[src/rtl/dbs_pkg.sv]
package dbs_pkg;

  localparam int BYTE_W = 8;
  localparam int LANES  = 4;
  localparam int DATA_W = BYTE_W * LANES;

  // Port width in bytes from the acknowledge code; 0 means wait.
  function automatic logic [2:0] port_bytes(input logic [1:0] ack);
    case (ack)
      2'b01:   return 3'd1;
      2'b10:   return 3'd2;
      2'b11:   return 3'd4;
      default: return 3'd0;
    endcase
  endfunction

  // Outstanding bytes from a length code (00 stands for four).
  function automatic logic [2:0] rem_of_code(input logic [1:0] c);
    return (c == 2'b00) ? 3'd4 : {1'b0, c};
  endfunction

  // Byte position inside the port's aligned block.
  function automatic logic [1:0] lane_offset(input logic [1:0] a, input logic [2:0] pw);
    if (pw == 3'd4) return a;
    if (pw == 3'd2) return {1'b0, a[0]};
    return 2'b00;
  endfunction

  // Bytes one acknowledged cycle moves.
  function automatic logic [2:0] bytes_moved(input logic [1:0] a, input logic [2:0] rem,
                                             input logic [2:0] pw);
    logic [2:0] span;
    span = pw - {1'b0, lane_offset(a, pw)};
    return (rem < span) ? rem : span;
  endfunction

  // Which outstanding byte drives write lane p (p = 0 is D31:24).
  function automatic logic [1:0] lane_src(input logic [1:0] p, input logic [1:0] a,
                                          input logic [2:0] rem);
    logic [2:0] k;
    if (rem == 3'd0) return 2'b00;
    if (p >= a)         k = {1'b0, p - a};
    else if (a == 2'd2) k = {1'b0, p};
    else                k = 3'd0;
    k = k % rem;
    return k[1:0];
  endfunction

endpackage

[src/rtl/dbs_wlane.sv]
module dbs_wlane
  import dbs_pkg::*;
(
  input  logic [DATA_W-1:0] out_bytes,  // outstanding bytes, first at top
  input  logic [1:0]        offs,
  input  logic [2:0]        rem,
  output logic [DATA_W-1:0] lanes
);

  logic [1:0] src [LANES];

  for (genvar p = 0; p < LANES; p++) begin : g_lane
    assign src[p] = lane_src(2'(p), offs, rem);
    assign lanes[DATA_W-1-BYTE_W*p -: BYTE_W] =
      out_bytes[DATA_W-1-BYTE_W*int'(src[p]) -: BYTE_W];
  end

endmodule

[src/rtl/dbs_rmerge.sv]
module dbs_rmerge
  import dbs_pkg::*;
(
  input  logic [DATA_W-1:0] rdata,
  input  logic [1:0]        offs,
  input  logic [2:0]        pw,
  input  logic [2:0]        moved,
  input  logic [DATA_W-1:0] acc_in,
  output logic [DATA_W-1:0] acc_out
);

  logic [1:0]        first_lane;
  logic [DATA_W-1:0] top_aligned;
  logic [DATA_W-1:0] fresh;

  always_comb begin
    first_lane  = lane_offset(offs, pw);
    top_aligned = rdata << {first_lane, 3'b000};
    fresh       = top_aligned >> {(3'd4 - moved), 3'b000};
    acc_out     = (acc_in << {moved, 3'b000}) | fresh;
  end

endmodule

[src/rtl/dbs_seq.sv]
module dbs_seq
  import dbs_pkg::*;
#(
  parameter int ADDR_W = 32
) (
  input  logic              clk,
  input  logic              rst_n,
  input  logic              req_valid,
  input  logic              req_write,
  input  logic [ADDR_W-1:0] req_addr,
  input  logic [1:0]        req_len,
  input  logic [DATA_W-1:0] req_wdata,
  output logic              busy,
  output logic              bus_cyc,
  output logic              bus_write,
  output logic [ADDR_W-1:0] bus_addr,
  output logic [1:0]        bus_siz,
  output logic [DATA_W-1:0] bus_wdata,
  input  logic [DATA_W-1:0] bus_rdata,
  input  logic [1:0]        bus_ack,
  output logic              done,
  output logic [DATA_W-1:0] done_rdata
);

  logic              run_q;
  logic              wr_q;
  logic [ADDR_W-1:0] addr_q;
  logic [2:0]        rem_q;
  logic [DATA_W-1:0] wq_q;
  logic [DATA_W-1:0] acc_q;
  logic              done_q;
  logic [DATA_W-1:0] done_data_q;

  // Named internal events
  logic              start_evt;
  logic              ack_seen;
  logic              final_ack;
  logic [2:0]        pw;
  logic [2:0]        moved;
  logic [2:0]        req_bytes;
  logic [DATA_W-1:0] acc_next;
  logic [DATA_W-1:0] lane_data;

  assign start_evt = req_valid && !run_q;
  assign pw        = port_bytes(bus_ack);
  assign ack_seen  = run_q && (pw != 3'd0);
  assign moved     = bytes_moved(addr_q[1:0], rem_q, pw);
  assign final_ack = ack_seen && (moved == rem_q);
  assign req_bytes = rem_of_code(req_len);

  dbs_wlane u_wlane (
    .out_bytes (wq_q),
    .offs      (addr_q[1:0]),
    .rem       (rem_q),
    .lanes     (lane_data)
  );

  dbs_rmerge u_rmerge (
    .rdata   (bus_rdata),
    .offs    (addr_q[1:0]),
    .pw      (pw),
    .moved   (moved),
    .acc_in  (acc_q),
    .acc_out (acc_next)
  );

  always_ff @(posedge clk or negedge rst_n) begin
    if (!rst_n) begin
      run_q       <= 1'b0;
      wr_q        <= 1'b0;
      addr_q      <= '0;
      rem_q       <= 3'd4;
      wq_q        <= '0;
      acc_q       <= '0;
      done_q      <= 1'b0;
      done_data_q <= '0;
    end else begin
      done_q <= 1'b0;
      if (start_evt) begin
        run_q  <= 1'b1;
        wr_q   <= req_write;
        addr_q <= req_addr;
        rem_q  <= req_bytes;
        wq_q   <= req_wdata << {(3'd4 - req_bytes), 3'b000};
        acc_q  <= '0;
      end else if (ack_seen) begin
        addr_q <= addr_q + ADDR_W'(moved);
        rem_q  <= rem_q - moved;
        wq_q   <= wq_q << {moved, 3'b000};
        acc_q  <= acc_next;
        if (final_ack) begin
          run_q       <= 1'b0;
          rem_q       <= 3'd4;
          done_q      <= 1'b1;
          done_data_q <= acc_next;
        end
      end
    end
  end

  assign busy       = run_q;
  assign bus_cyc    = run_q;
  assign bus_write  = wr_q;
  assign bus_addr   = addr_q;
  assign bus_siz    = rem_q[1:0];
  assign bus_wdata  = lane_data;
  assign done       = done_q;
  assign done_rdata = done_data_q;


  wait_hold_chk: assert property (@(posedge clk) disable iff (!rst_n)
    (bus_cyc && bus_ack == 2'b00) |=> (bus_cyc && $stable(bus_addr) && $stable(bus_siz)));


  addr_advance_chk: assert property (@(posedge clk) disable iff (!rst_n)
    (ack_seen && !final_ack) |=> (bus_cyc && bus_addr != $past(bus_addr)
                                  && bus_siz != $past(bus_siz)));


  done_follows_last_chk: assert property (@(posedge clk) disable iff (!rst_n)
    final_ack |=> (done && !bus_cyc && !busy));


  done_single_chk: assert property (@(posedge clk) disable iff (!rst_n)
    done |=> !done);


  byte_lanes_chk: assert property (@(posedge clk) disable iff (!rst_n)
    (bus_cyc && bus_write && bus_siz == 2'b01) |->
      (bus_wdata[31:24] == bus_wdata[23:16] && bus_wdata[23:16] == bus_wdata[15:8]
       && bus_wdata[15:8] == bus_wdata[7:0]));


  word_dup_chk: assert property (@(posedge clk) disable iff (!rst_n)
    (bus_cyc && bus_write && bus_siz == 2'b10 && !bus_addr[0]) |->
      (bus_wdata[31:16] == bus_wdata[15:0]));


  start_opens_chk: assert property (@(posedge clk) disable iff (!rst_n)
    (req_valid && !busy) |=> (bus_cyc && bus_addr == $past(req_addr)
                              && bus_siz == $past(req_len)));

endmodule

[config.mk]
export PLATFORM = sky130hd
export DESIGN_NAME = dbs_seq
export DESIGN_NICKNAME = d
export VERILOG_FILES = /design/src/rtl/dbs_pkg.sv /design/src/rtl/dbs_wlane.sv /design/src/rtl/dbs_rmerge.sv /design/src/rtl/dbs_seq.sv
export SDC_FILE = /design/constraint.sdc
export NUM_CORES = 1
export LEC_CHECK = 0
export CORE_ASPECT_RATIO = 1.4
export CORE_MARGIN = 4
export CORE_UTILIZATION = 35
export CTS_CLUSTER_DIAMETER = 120
export DETAILED_ROUTE_END_ITERATION = 6
export DONT_BUFFER_PORTS = 1
export GPL_TIMING_DRIVEN = 0
export SYNTH_ARGS = -nofsm -noshare
export SYNTH_HDL_FRONTEND = slang
export SYNTH_SLANG_ARGS = --single-unit
[constraint.sdc]
create_clock -name clk -period 6.63 [get_ports clk]
set_input_delay 1.326 -clock clk [delete_from_list [all_inputs] [get_ports clk]]
set_output_delay 1.326 -clock clk [all_outputs]
set_load 0.005 [all_outputs]
==> flow_summary.json <==
{
  "outcome": "finished, violations left",
  "violations": "DRC",
  "grt_overflow": 0,
  "dieArea_sq_um": 33060,
  "globalplace.congestion": 0.9623,
  "cts.htree.levels": 4,
  "cp-end-kind": "flop",
  "io_pins": 206,
  "hold_path.class": "flop to flop",
  "critPathLaunchType": "primary input",
  "root_buffer": "clkbuf_16",
  "synth_area_per_cell_sq_um": 8.973,
  "port_buffers": 0,
  "critPathKind": "primary input to flop",
  "fillers": 3024,
  "dp_hpwl_microns": 31560,
  "synth.most_common_cell": "mux2i_1",
  "syn_to_final_growth_pct": 11.66,
  "finalCritPeriodShare": 0.9552,
  "grt_pass1_vias": 10263,
  "wl_met2_microns": 20660,
  "yosys_warnings": 0,
  "initial_core_util": 0.3539,
  "skew_ns": 0.01226,
  "place_ws_ns": -0.7828,
  "synth_area_leaders": "dfrtp_1 32%, mux2i_1 14%, ha_1 4.5%",
  "chipWidth_microns": 154.8,
  "cap_violations": 0,
  "wl_met3_microns": 3076,
  "seq_area_sq_um": 3356,
  "yosysUniqueCellTypes": 69,
  "clockBufferDepth": 2,
  "grt_pass1_wl_microns": 62560,
  "crit_fanout": 10,
  "required_ns": 6.96,
  "tritoncts": "yes",
  "wl_per_cell_microns": 26.19,
  "fp.coreArea_sq_um": 29840,
  "grt_usage": 0.2479,
  "ctsHoldBuffers": 0,
  "drive_above_1_share": 0.1139,
  "fin_ws_ns": 0.2967,
  "relSlewSlack": 0.1536,
  "antenna_found_initial": 0,
  "via_per_inst": 6.385,
  "drt.antenna.violating_nets": 0,
  "first_pass_iters": 7,
  "highest_layer": "met4",
  "placementRows": 75,
  "rsz0062_at_grt": "yes",
  "antenna_cells": 0,
  "ys_ff_latch": 134,
  "die-height_microns": 213.5,
  "first_iter_violations": 990,
  "fmax_mhz": 157.9,
  "syn_inst": 1177,
  "period_minus_slack_ns": 6.333,
  "async_flop_share": 1.000,
  "yosys.area.top_type": "dfrtp_1",
  "multi_input_area_sq_um": 6775,
  "synth_edf_count": 0,
  "synth_flop_cell": "dfrtp_1",
  "cts.clk_slew.worst_paths_ns": 0.06,
  "arrival_ns": 6.66,
  "clock-sinks": 134,
  "yosysSeqAreaShare": 0.3176,
  "vias": 10197,
  "drt-total-wl_microns": 41820,
  "synthDominantCellAreaShare": 0.3151,
  "setup_viol": 0,
  "cts_made_buffers": 17,
  "slew_viol_final": 0,
  "tightest_slew_ns": 1.267,
  "netlist_area_sq_um": 10560,
  "synthTopCellsByCount": "149 x mux2i_1, 133 x dfrtp_1, 94 x nand2_1",
  "clock_latency_ns": 0.45,
  "grt_max_degree": 135,
  "finalHoldViolations": 0,
  "nNetsFinal": 1344,
  "drc_errors": 8,
  "met1_length_microns": 15430
}
## metal layers
metal	global-route usage	up-vias
met2	0.4263	519
met4	0.1481	0
met1	0.2783	5014
li1	-	4510
met5	0	-
met3	0.06138	154
## layout make-up
class / count / area share
sequential: 134 / 0.2846
buffer: 90 / 0.03395
tap: 385 / 0.04085
multi-input combinational: 925 / 0.5745
clock buffer: 20 / 0.03958
timing repair buffer: 5 / 0.003183
clock inverter: 12 / 0.01464
inverter: 26 / 0.008700
## metrics by stage
| step | cell area [sq um] | setup TNS [ns] | utilization | hold WS (ns) | cells |
|---|---|---|---|---|---|
| after floorplan | 10570 | 0 | - | 0.4697 | 1178 |
| after global placement | 11050 | -20.93 | 0.3702 | 0.4836 | 1563 |
| after detailed placement | 11050 | -26.56 | 0.3702 | 0.4922 | 1563 |
| after CTS | 11700 | 0 | 0.3922 | 0.5048 | 1595 |
| after global routing | 11790 | -0.01053 | 0.3952 | 0.5278 | 1597 |
| final | 11790 | 0 | 0.3952 | 0.5007 | 1597 |
## critical path: stages
cell and delay [ns]:
buf_2 0.23, nand2_4 0.17, inv_1 0.18, buf_2 0.34, fa_1 0.56, ha_1 0.34, and3b_1 0.21, a2111oi_4 0.44
mux2i_4 0.44, clkinvlp_4 0.34, ha_1 0.28, xnor2_1 0.36, nand2b_1 0.23, clkbuf_1 0.32, nor2_2 0.38, a221oi_1 0.15
a31oi_1 0.34
## cells by family (layout without fill, tap and decap cells)
group	after synthesis	count (layout)	share of synthesized area
multiplexers	180	180	0.1758
buffers and inverters	119	153	0.04751
AO/OA/AOI/OAI	362	362	0.2422
AND/OR/NAND/NOR	308	308	0.1393
XOR/XNOR	32	32	0.02654
adder cells (fa/ha/maj)	41	41	0.05071
flip-flops	134	134	0.3176
other	1	2	0.0003551
## path summary, 6_finish.rpt
| kind | from | end | slack (ns) | cells after the start |
|---|---|---|---|---|
| max in group asynchronous | rst_n | rem_q[2] | 5.73 | 0 |
| hold / removal | acc_q[31] | acc_q[31] | 0.50 | 2 |
| hold reg to reg | acc_q[31] | acc_q[31] | 0.50 | 2 |
| setup / recovery | bus_ack[1] | done_rdata[26] | 0.30 | 17 |
| min in group asynchronous | rst_n | bus_addr[20] | 0.59 | 0 |
| setup reg to reg | bus_addr[0] | done_rdata[26] | 0.67 | 17 |
## state kept, by name (all words and copies together) (netlist names)
signal,flops
rem_q,3
bus_cyc,1
acc_q,32
wq_q,32
done,1
bus_write,1
bus_addr,32
done_rdata,32
## placed cells by master (no fill, tap or decap), types with 20 or more instances in the layout
master,instances
xor2_1,20
dfrtp_1,132
buf_2,23
clkbuf_1,48
o21ai_0,70
mux2_2,28
nor3_1,24
nand2_1,93
nand3_1,35
a22oi_1,32
a32oi_1,21
nor2_1,66
a21oi_1,65
mux2i_1,148
a221oi_1,26
inv_1,23
a31oi_1,21
ha_1,38
## timing repair
item / 4_1_cts / 5_1_grt
pin swaps: 0 / 0
buffers inserted: 0 / 5
resized for setup: 4 / 24
endpoints found under the setup margin: 16 / 123
Power is left out: the tool's default activity adds up to more than one toggle a clock period on the data nets, which glitch-free logic cannot reach.
